File: src/rtl/nsc_pkg.sv
package nsc_pkg;

    localparam int TIME_W   = 64;
    localparam int REG_W    = 32;
    localparam int ADDR_W   = 3;
    localparam int PERIOD_W = 28;
    localparam int MAG_W    = 3;

    typedef enum logic [ADDR_W-1:0] {
        RA_CTRL       = 3'd0,
        RA_LOAD_LO    = 3'd1,
        RA_LOAD_HI    = 3'd2,
        RA_DRIFT_CFG  = 3'd3,
        RA_DRIFT_HOLD = 3'd4,
        RA_TIME_LO    = 3'd5,
        RA_TIME_HI    = 3'd6
    } reg_addr_e;

    localparam logic [REG_W-1:0] CMD_PAUSE  = 32'd2;
    localparam logic [REG_W-1:0] CMD_RESUME = 32'd4;

    // field order is fixed by the software-visible word layout
    typedef struct packed {
        logic                add;
        logic [MAG_W-1:0]    mag;
        logic [PERIOD_W-1:0] period;
    } drift_cfg_t;

    function automatic logic [REG_W-1:0] flag_word(input logic b);
        return {{(REG_W-1){1'b0}}, b};
    endfunction

endpackage

File: src/rtl/nsc_regif.sv
module nsc_regif
    import nsc_pkg::*;
(
    input  logic              clk,
    input  logic              rst,
    input  logic              wr_en,
    input  logic              rd_en,
    input  logic [ADDR_W-1:0] addr,
    input  logic [REG_W-1:0]  wdata,
    input  logic [TIME_W-1:0] time_ns,
    output logic              paused,
    output logic              drift_hold,
    output drift_cfg_t        cfg,
    output logic              load_lo_we,
    output logic              load_hi_we,
    output logic [REG_W-1:0]  snap_hi,
    output logic [REG_W-1:0]  rdata
);

    reg_addr_e sel;
    assign sel = reg_addr_e'(addr);

    assign load_lo_we = wr_en && (sel == RA_LOAD_LO) && paused;
    assign load_hi_we = wr_en && (sel == RA_LOAD_HI) && paused;

    always_ff @(posedge clk) begin
        if (rst) begin
            paused     <= 1'b0;
            drift_hold <= 1'b0;
            cfg        <= '0;
        end else if (wr_en) begin
            case (sel)
                RA_CTRL: begin
                    if (wdata == CMD_PAUSE)       paused <= 1'b1;
                    else if (wdata == CMD_RESUME) paused <= 1'b0;
                end
                RA_DRIFT_CFG:  if (drift_hold) cfg <= drift_cfg_t'(wdata);
                RA_DRIFT_HOLD: drift_hold <= wdata[0];
                default: ;
            endcase
        end
    end

    always_ff @(posedge clk) begin
        if (rst) begin
            rdata   <= '0;
            snap_hi <= '0;
        end else if (rd_en) begin
            case (sel)
                RA_CTRL:       rdata <= flag_word(paused);
                RA_DRIFT_CFG:  rdata <= cfg;
                RA_DRIFT_HOLD: rdata <= flag_word(drift_hold);
                RA_TIME_LO: begin
                    rdata   <= time_ns[REG_W-1:0];
                    snap_hi <= time_ns[TIME_W-1:REG_W];
                end
                RA_TIME_HI:    rdata <= snap_hi;
                default:       rdata <= '0;
            endcase
        end
    end

endmodule

File: src/rtl/nsc_drift.sv
module nsc_drift
    import nsc_pkg::*;
#(
    parameter int STEP_NS    = 16,
    parameter int QUANTUM_NS = 16
) (
    input  logic             clk,
    input  logic             rst,
    input  logic             run,
    input  logic             hold,
    input  drift_cfg_t       cfg,
    output logic             corr_fire,
    output logic             corr_add,
    output logic [MAG_W-1:0] corr_mag
);

    localparam int                  QPC   = STEP_NS / QUANTUM_NS;
    localparam logic [PERIOD_W-1:0] QPC_V = PERIOD_W'(QPC);

    logic [PERIOD_W-1:0] left;
    logic                due;

    // reload instead of decrementing past the last quantum: no wrap at any period
    assign due       = (left <= QPC_V);
    assign corr_fire = run && !hold && due && (cfg.mag != '0);
    assign corr_add  = cfg.add;
    assign corr_mag  = cfg.mag;

    always_ff @(posedge clk) begin
        if (rst)       left <= '0;
        else if (hold) left <= cfg.period;
        else if (run)  left <= due ? cfg.period : left - QPC_V;
    end

endmodule

File: src/rtl/nsc_count.sv
module nsc_count
    import nsc_pkg::*;
#(
    parameter int STEP_NS = 16
) (
    input  logic              clk,
    input  logic              rst,
    input  logic              run,
    input  logic              load_lo_we,
    input  logic              load_hi_we,
    input  logic [REG_W-1:0]  wdata,
    input  logic              corr_fire,
    input  logic              corr_add,
    input  logic [MAG_W-1:0]  corr_mag,
    output logic [TIME_W-1:0] time_ns
);

    localparam int STEP_W = $clog2(STEP_NS + 8) + 1;

    logic [STEP_W-1:0] step;

    always_comb begin
        step = STEP_W'(STEP_NS);
        if (corr_fire)
            step = corr_add ? step + STEP_W'(corr_mag) : step - STEP_W'(corr_mag);
    end

    always_ff @(posedge clk) begin
        if (rst)             time_ns <= '0;
        else if (load_lo_we) time_ns[REG_W-1:0] <= wdata;
        else if (load_hi_we) time_ns[TIME_W-1:REG_W] <= wdata;
        else if (run)        time_ns <= time_ns + TIME_W'(step);
    end

endmodule

File: src/rtl/ns_time_counter.sv
module ns_time_counter
    import nsc_pkg::*;
#(
    parameter int STEP_NS    = 16,
    parameter int QUANTUM_NS = 16
) (
    input  logic        clk,
    input  logic        rst,
    input  logic        wr_en,
    input  logic        rd_en,
    input  logic [2:0]  addr,
    input  logic [31:0] wdata,
    output logic [31:0] rdata,
    output logic [63:0] time_ns
);

    logic             paused;
    logic             drift_hold;
    drift_cfg_t       cfg;
    logic             load_lo_we;
    logic             load_hi_we;
    logic [REG_W-1:0] snap_hi;
    logic             corr_fire;
    logic             corr_add;
    logic [MAG_W-1:0] corr_mag;

    nsc_regif u_regif (
        .clk        (clk),
        .rst        (rst),
        .wr_en      (wr_en),
        .rd_en      (rd_en),
        .addr       (addr),
        .wdata      (wdata),
        .time_ns    (time_ns),
        .paused     (paused),
        .drift_hold (drift_hold),
        .cfg        (cfg),
        .load_lo_we (load_lo_we),
        .load_hi_we (load_hi_we),
        .snap_hi    (snap_hi),
        .rdata      (rdata)
    );

    nsc_drift #(.STEP_NS(STEP_NS), .QUANTUM_NS(QUANTUM_NS)) u_drift (
        .clk       (clk),
        .rst       (rst),
        .run       (!paused),
        .hold      (drift_hold),
        .cfg       (cfg),
        .corr_fire (corr_fire),
        .corr_add  (corr_add),
        .corr_mag  (corr_mag)
    );

    nsc_count #(.STEP_NS(STEP_NS)) u_count (
        .clk        (clk),
        .rst        (rst),
        .run        (!paused),
        .load_lo_we (load_lo_we),
        .load_hi_we (load_hi_we),
        .wdata      (wdata),
        .corr_fire  (corr_fire),
        .corr_add   (corr_add),
        .corr_mag   (corr_mag),
        .time_ns    (time_ns)
    );

endmodule

File: config.mk
export PLATFORM = sky130hd
export DESIGN_NAME = ns_time_counter
export DESIGN_NICKNAME = d
export VERILOG_FILES = /design/src/rtl/nsc_pkg.sv /design/src/rtl/nsc_regif.sv /design/src/rtl/nsc_drift.sv /design/src/rtl/nsc_count.sv /design/src/rtl/ns_time_counter.sv
export SDC_FILE = /design/constraint.sdc
export NUM_CORES = 1
export LEC_CHECK = 0
export ABC_AREA = 1
export BUFFER_PORTS_ARGS = -buffer_cell sky130_fd_sc_hd__buf_2
export CELL_PAD_IN_SITES_DETAIL_PLACEMENT = 1
export CELL_PAD_IN_SITES_GLOBAL_PLACEMENT = 2
export CORE_MARGIN = 5
export CORE_UTILIZATION = 29
export CTS_BUF_LIST = sky130_fd_sc_hd__clkbuf_4 sky130_fd_sc_hd__clkbuf_8
export CTS_CLUSTER_SIZE = 12
export DETAILED_ROUTE_END_ITERATION = 6
export GPL_TIMING_DRIVEN = 0
export PLACE_DENSITY = 0.86
export SYNTH_ARGS = -nofsm -noshare
export SYNTH_HDL_FRONTEND = slang
export SYNTH_SLANG_ARGS = --single-unit
File: constraint.sdc
create_clock -name clk -period 2.85 [get_ports clk]
set_clock_uncertainty 0.2 [all_clocks]
set_input_delay 0.57 -clock clk [delete_from_list [all_inputs] [get_ports clk]]
set_output_delay 0.57 -clock clk [all_outputs]
set_load 0.02 [all_outputs]
==> results.txt <==
combinational power share = 39.0%
Syn Inst Count = 1833
maximum clock insertion buffer count = 2
synthesis-stage register bit count = 190
WS Path Type = reg -> reg
layout cell share with drive strength beyond 1 = 20.1%
startpoint types = register
outcome = complete, but fails checks
final hold violation count = 0
gpl congestion = 1.03
Buffers on Ports = 132
worst hold path stage count = 3
Worst Slack Setup Final = -553 ps
fin crit share = 119%
Pwr Density = 579 mW/mm²
largest net degree at the start of global routing = 21
Main synth FF type = dfxtp_1
Yosys top cell area share = 33.7%
Leak = 0.00577 µW
total power = 8280 µW
CTS tree = built
Fillers = 5082
Sw Ratio = 41.4%
Hold Crit Class = in -> reg
final setup violation count = 60
first-pass GRT wire length = 84.9 mm
clock slew at reported path FFs = 130 ps
nets@finish = 2082
Seq/Total Area, Yosys = 33.7%
Slew headroom = 32.3%
reg2reg start = u_regif.cfg[28]
Syn Area/Cell = 6.17 µm²
final WL = 57.6 mm
DR vias/cell = 5.25
die area = 0.0430 mm²
Int Pwr = 4850 µW
VDD IR max = 0.253 mV
P&R area growth vs syn = 26.5%
RSZ-0062 raised after global routing = yes
DR pass1 iterations = 5
Worst Reg-to-Reg Cells = 18
DIE HEIGHT = 207 µm
vias = 13454
fraction of registers with async set/reset = 0%
first-iteration detailed-routing DRC count = 890
Die Width = 207 µm
Finished Layout Cells = 2564
f_max = 0.294 GHz
Worst Hold End = u_count.time_ns[14]
initial antenna violation count = 1
Core ar. = 0.0386 mm²
largest area contributor in the netlist = dfxtp_1
I/O pin cnt = 135
Post-synth EDFFs = 0
H-tree level count = 4
later-pin clock latency in the skew report = 510 ps
Yosys warnings = 0
worst slew pin tran = 1010 ps
Slew Limit Fails = 0
Synthesized Nets = 1882
Num CTS Buffers = 17
wire length per cell = 22.5 µm
reg-to-reg endpoint = u_count.time_ns[26]
ANT cells = 0
count leader, synth = nand2_1
CP max FO = 6
Max Cap Viol = 0
largest cells by area after synthesis = dfxtp_1 34%, nand2_1 16%, inv_1 7.7%
clk root buf = clkbuf_8
Seq pwr share = 38.0%
Crit. End Element = register
most common library cells after synthesis = 493 x nand2_1, 232 x inv_1, 204 x nor2_1, 190 x dfxtp_1, 173 x a21oi_1
Yosys cell types = 42
Worst Path Required = 3090 ps
grt total ovfl = 0
Psw = 3430 µW
Tmin final = 3400 ps
Inst Count DP = 2483
failing checks = negative setup slack
hold path start = wdata[14]
Mapped Area = 0.0113 mm²
total clock sinks = 190
Initial Utilization = 29.2%
detailed placer's ending HPWL = 45.7 mm
Critical Path AT = 3650 ps
Clk pwr share = 23.0%
Worst R2R Setup Slack = -550 ps
num rows = 72
DRC = 0
Tot GR Track Use = 25.7%
vias in the first global route = 13992
Antenna Violating Nets Remaining = 0
worst max-delay path: stages, from the launching register on:
cell and delay, ps:
dfxtp_2 360, inv_4 60, ha_4 160, ha_4 160, nor3_4 240, nand3_4 210
or2_4 330, a31oi_4 200, ha_4 220, nand2_4 60, nor2_4 90, nand2_2 80
nand3_4 180, nand2_4 80, nor2_4 220, buf_6 140, xor2_2 140, a21oi_1 80
nor2_1 110
cell type report:
type | count | area (µm²) | area share, %
buffer | 79 | 335 | 2.35
timing repair buffer | 181 | 1070 | 7.46
tap | 518 | 648 | 4.53
multi-input combinational | 1327 | 7120 | 49.8
clock buffer | 17 | 234 | 1.64
clock inverter | 15 | 169 | 1.18
inverter | 237 | 912 | 6.38
sequential | 190 | 3810 | 26.7
power groups by stage:
| stage | Combinational [µW] | Sequential [µW] | Clock, µW |
|---|---|---|---|
| after floorplan | 1990 | 3090 | 0 |
| after global placement | 2610 | 3150 | 0 |
| after detailed placement | 2650 | 3160 | 0 |
| after CTS | 3050 | 3120 | 1910 |
| after global routing | 3570 | 3180 | 2010 |
| final | 3230 | 3140 | 1900 |
cell families (layout without fill, tap and decap cells):
family,after synthesis,after routing,share of synthesized area (%)
DFF,190,190,33.7
buffers and inverters,316,529,10.9
AOI/OAI and AO/OA,396,396,18.7
xor gates and xnor gates,37,37,2.87
adders and majority gates,10,10,1.17
and+or+nand+nor,884,884,32.7
per-stage QoR:
stage               worst slack, ps  utilization, %  instance area, µm²  TNS (ps)  hold WS, ps
floorplan                     0.848               -               11400         0          229
global placement              -1230            32.8               12700    -58550          241
detailed placement            -1310            32.8               12700    -63130          249
CTS                            -408            35.9               13900    -16750          133
global route                   -655            37.0               14300    -33170          140
finish                         -553            37.0               14300    -24270          150
layout by cell type, fill, tap and decap left out, types with 6 or more instances in the layout:
| cell | n |
|---|---|
| inv_2 | 7 |
| o221ai_1 | 14 |
| clkbuf_8 | 17 |
| inv_1 | 222 |
| nand3b_1 | 7 |
| a21oi_1 | 165 |
| xnor2_1 | 11 |
| nand3_1 | 83 |
| buf_2 | 148 |
| nor2_4 | 25 |
| clkbuf_1 | 53 |
| o21ai_1 | 11 |
| nand2_1 | 441 |
| dfxtp_1 | 182 |
| nand2_4 | 23 |
| nor2_2 | 12 |
| a21oi_2 | 8 |
| nand2_2 | 31 |
| nand3_2 | 22 |
| o22ai_1 | 29 |
| buf_6 | 9 |
| dfxtp_2 | 8 |
| xor2_1 | 23 |
| o21ai_2 | 6 |
| o21ai_0 | 131 |
| nor3_1 | 8 |
| nor2_1 | 176 |
| a31oi_1 | 20 |
| buf_1 | 7 |
| nand4_1 | 35 |
| buf_4 | 42 |
sequential cells by signal (all words and copies together), names as in the netlist:
| register | cells |
|---|---|
| u_count.time_ns | 64 |
| u_regif.cfg | 32 |
| u_regif.rdata | 32 |
| u_regif.snap_hi | 32 |
| u_drift.left | 28 |
| u_regif.drift_hold | 1 |
| u_regif.paused | 1 |
routing by layer:
layer | global-route usage, % | vias up | share of wire (%)
li1 | - | 6333 | -
met1 | 31.1 | 6564 | 41
met2 | 45.6 | 434 | 49
met3 | 3.66 | 123 | 5.6
met4 | 10.4 | 0 | 4.6
met5 | 0 | - | 0
worst max path at each step:
| stage | slack, ps | depth (start not counted) | to | startpoint |
|---|---|---|---|---|
| after floorplan | 0.8 | 19 | u_count.time_ns[29] | u_drift.left[0] |
| after global placement | -1230 | 18 | u_count.time_ns[52] | u_regif.cfg[28] |
| after detailed placement | -1310 | 18 | u_count.time_ns[60] | u_regif.cfg[28] |
| after CTS | -410 | 19 | u_count.time_ns[58] | u_regif.cfg[28] |
| after global routing | -660 | 19 | u_count.time_ns[26] | u_drift.left[5] |
| final | -550 | 18 | u_count.time_ns[26] | u_regif.cfg[28] |
timing repair:
action	in CTS	in global routing
buffers inserted	33	16
pin swaps	45	70
endpoints found under the setup margin	63	62
gates resized for setup	146	89
hold buffers	0	0
gates cloned	0	0
hold endpoints to repair	0	0
Power figures use the tool's default switching activity.
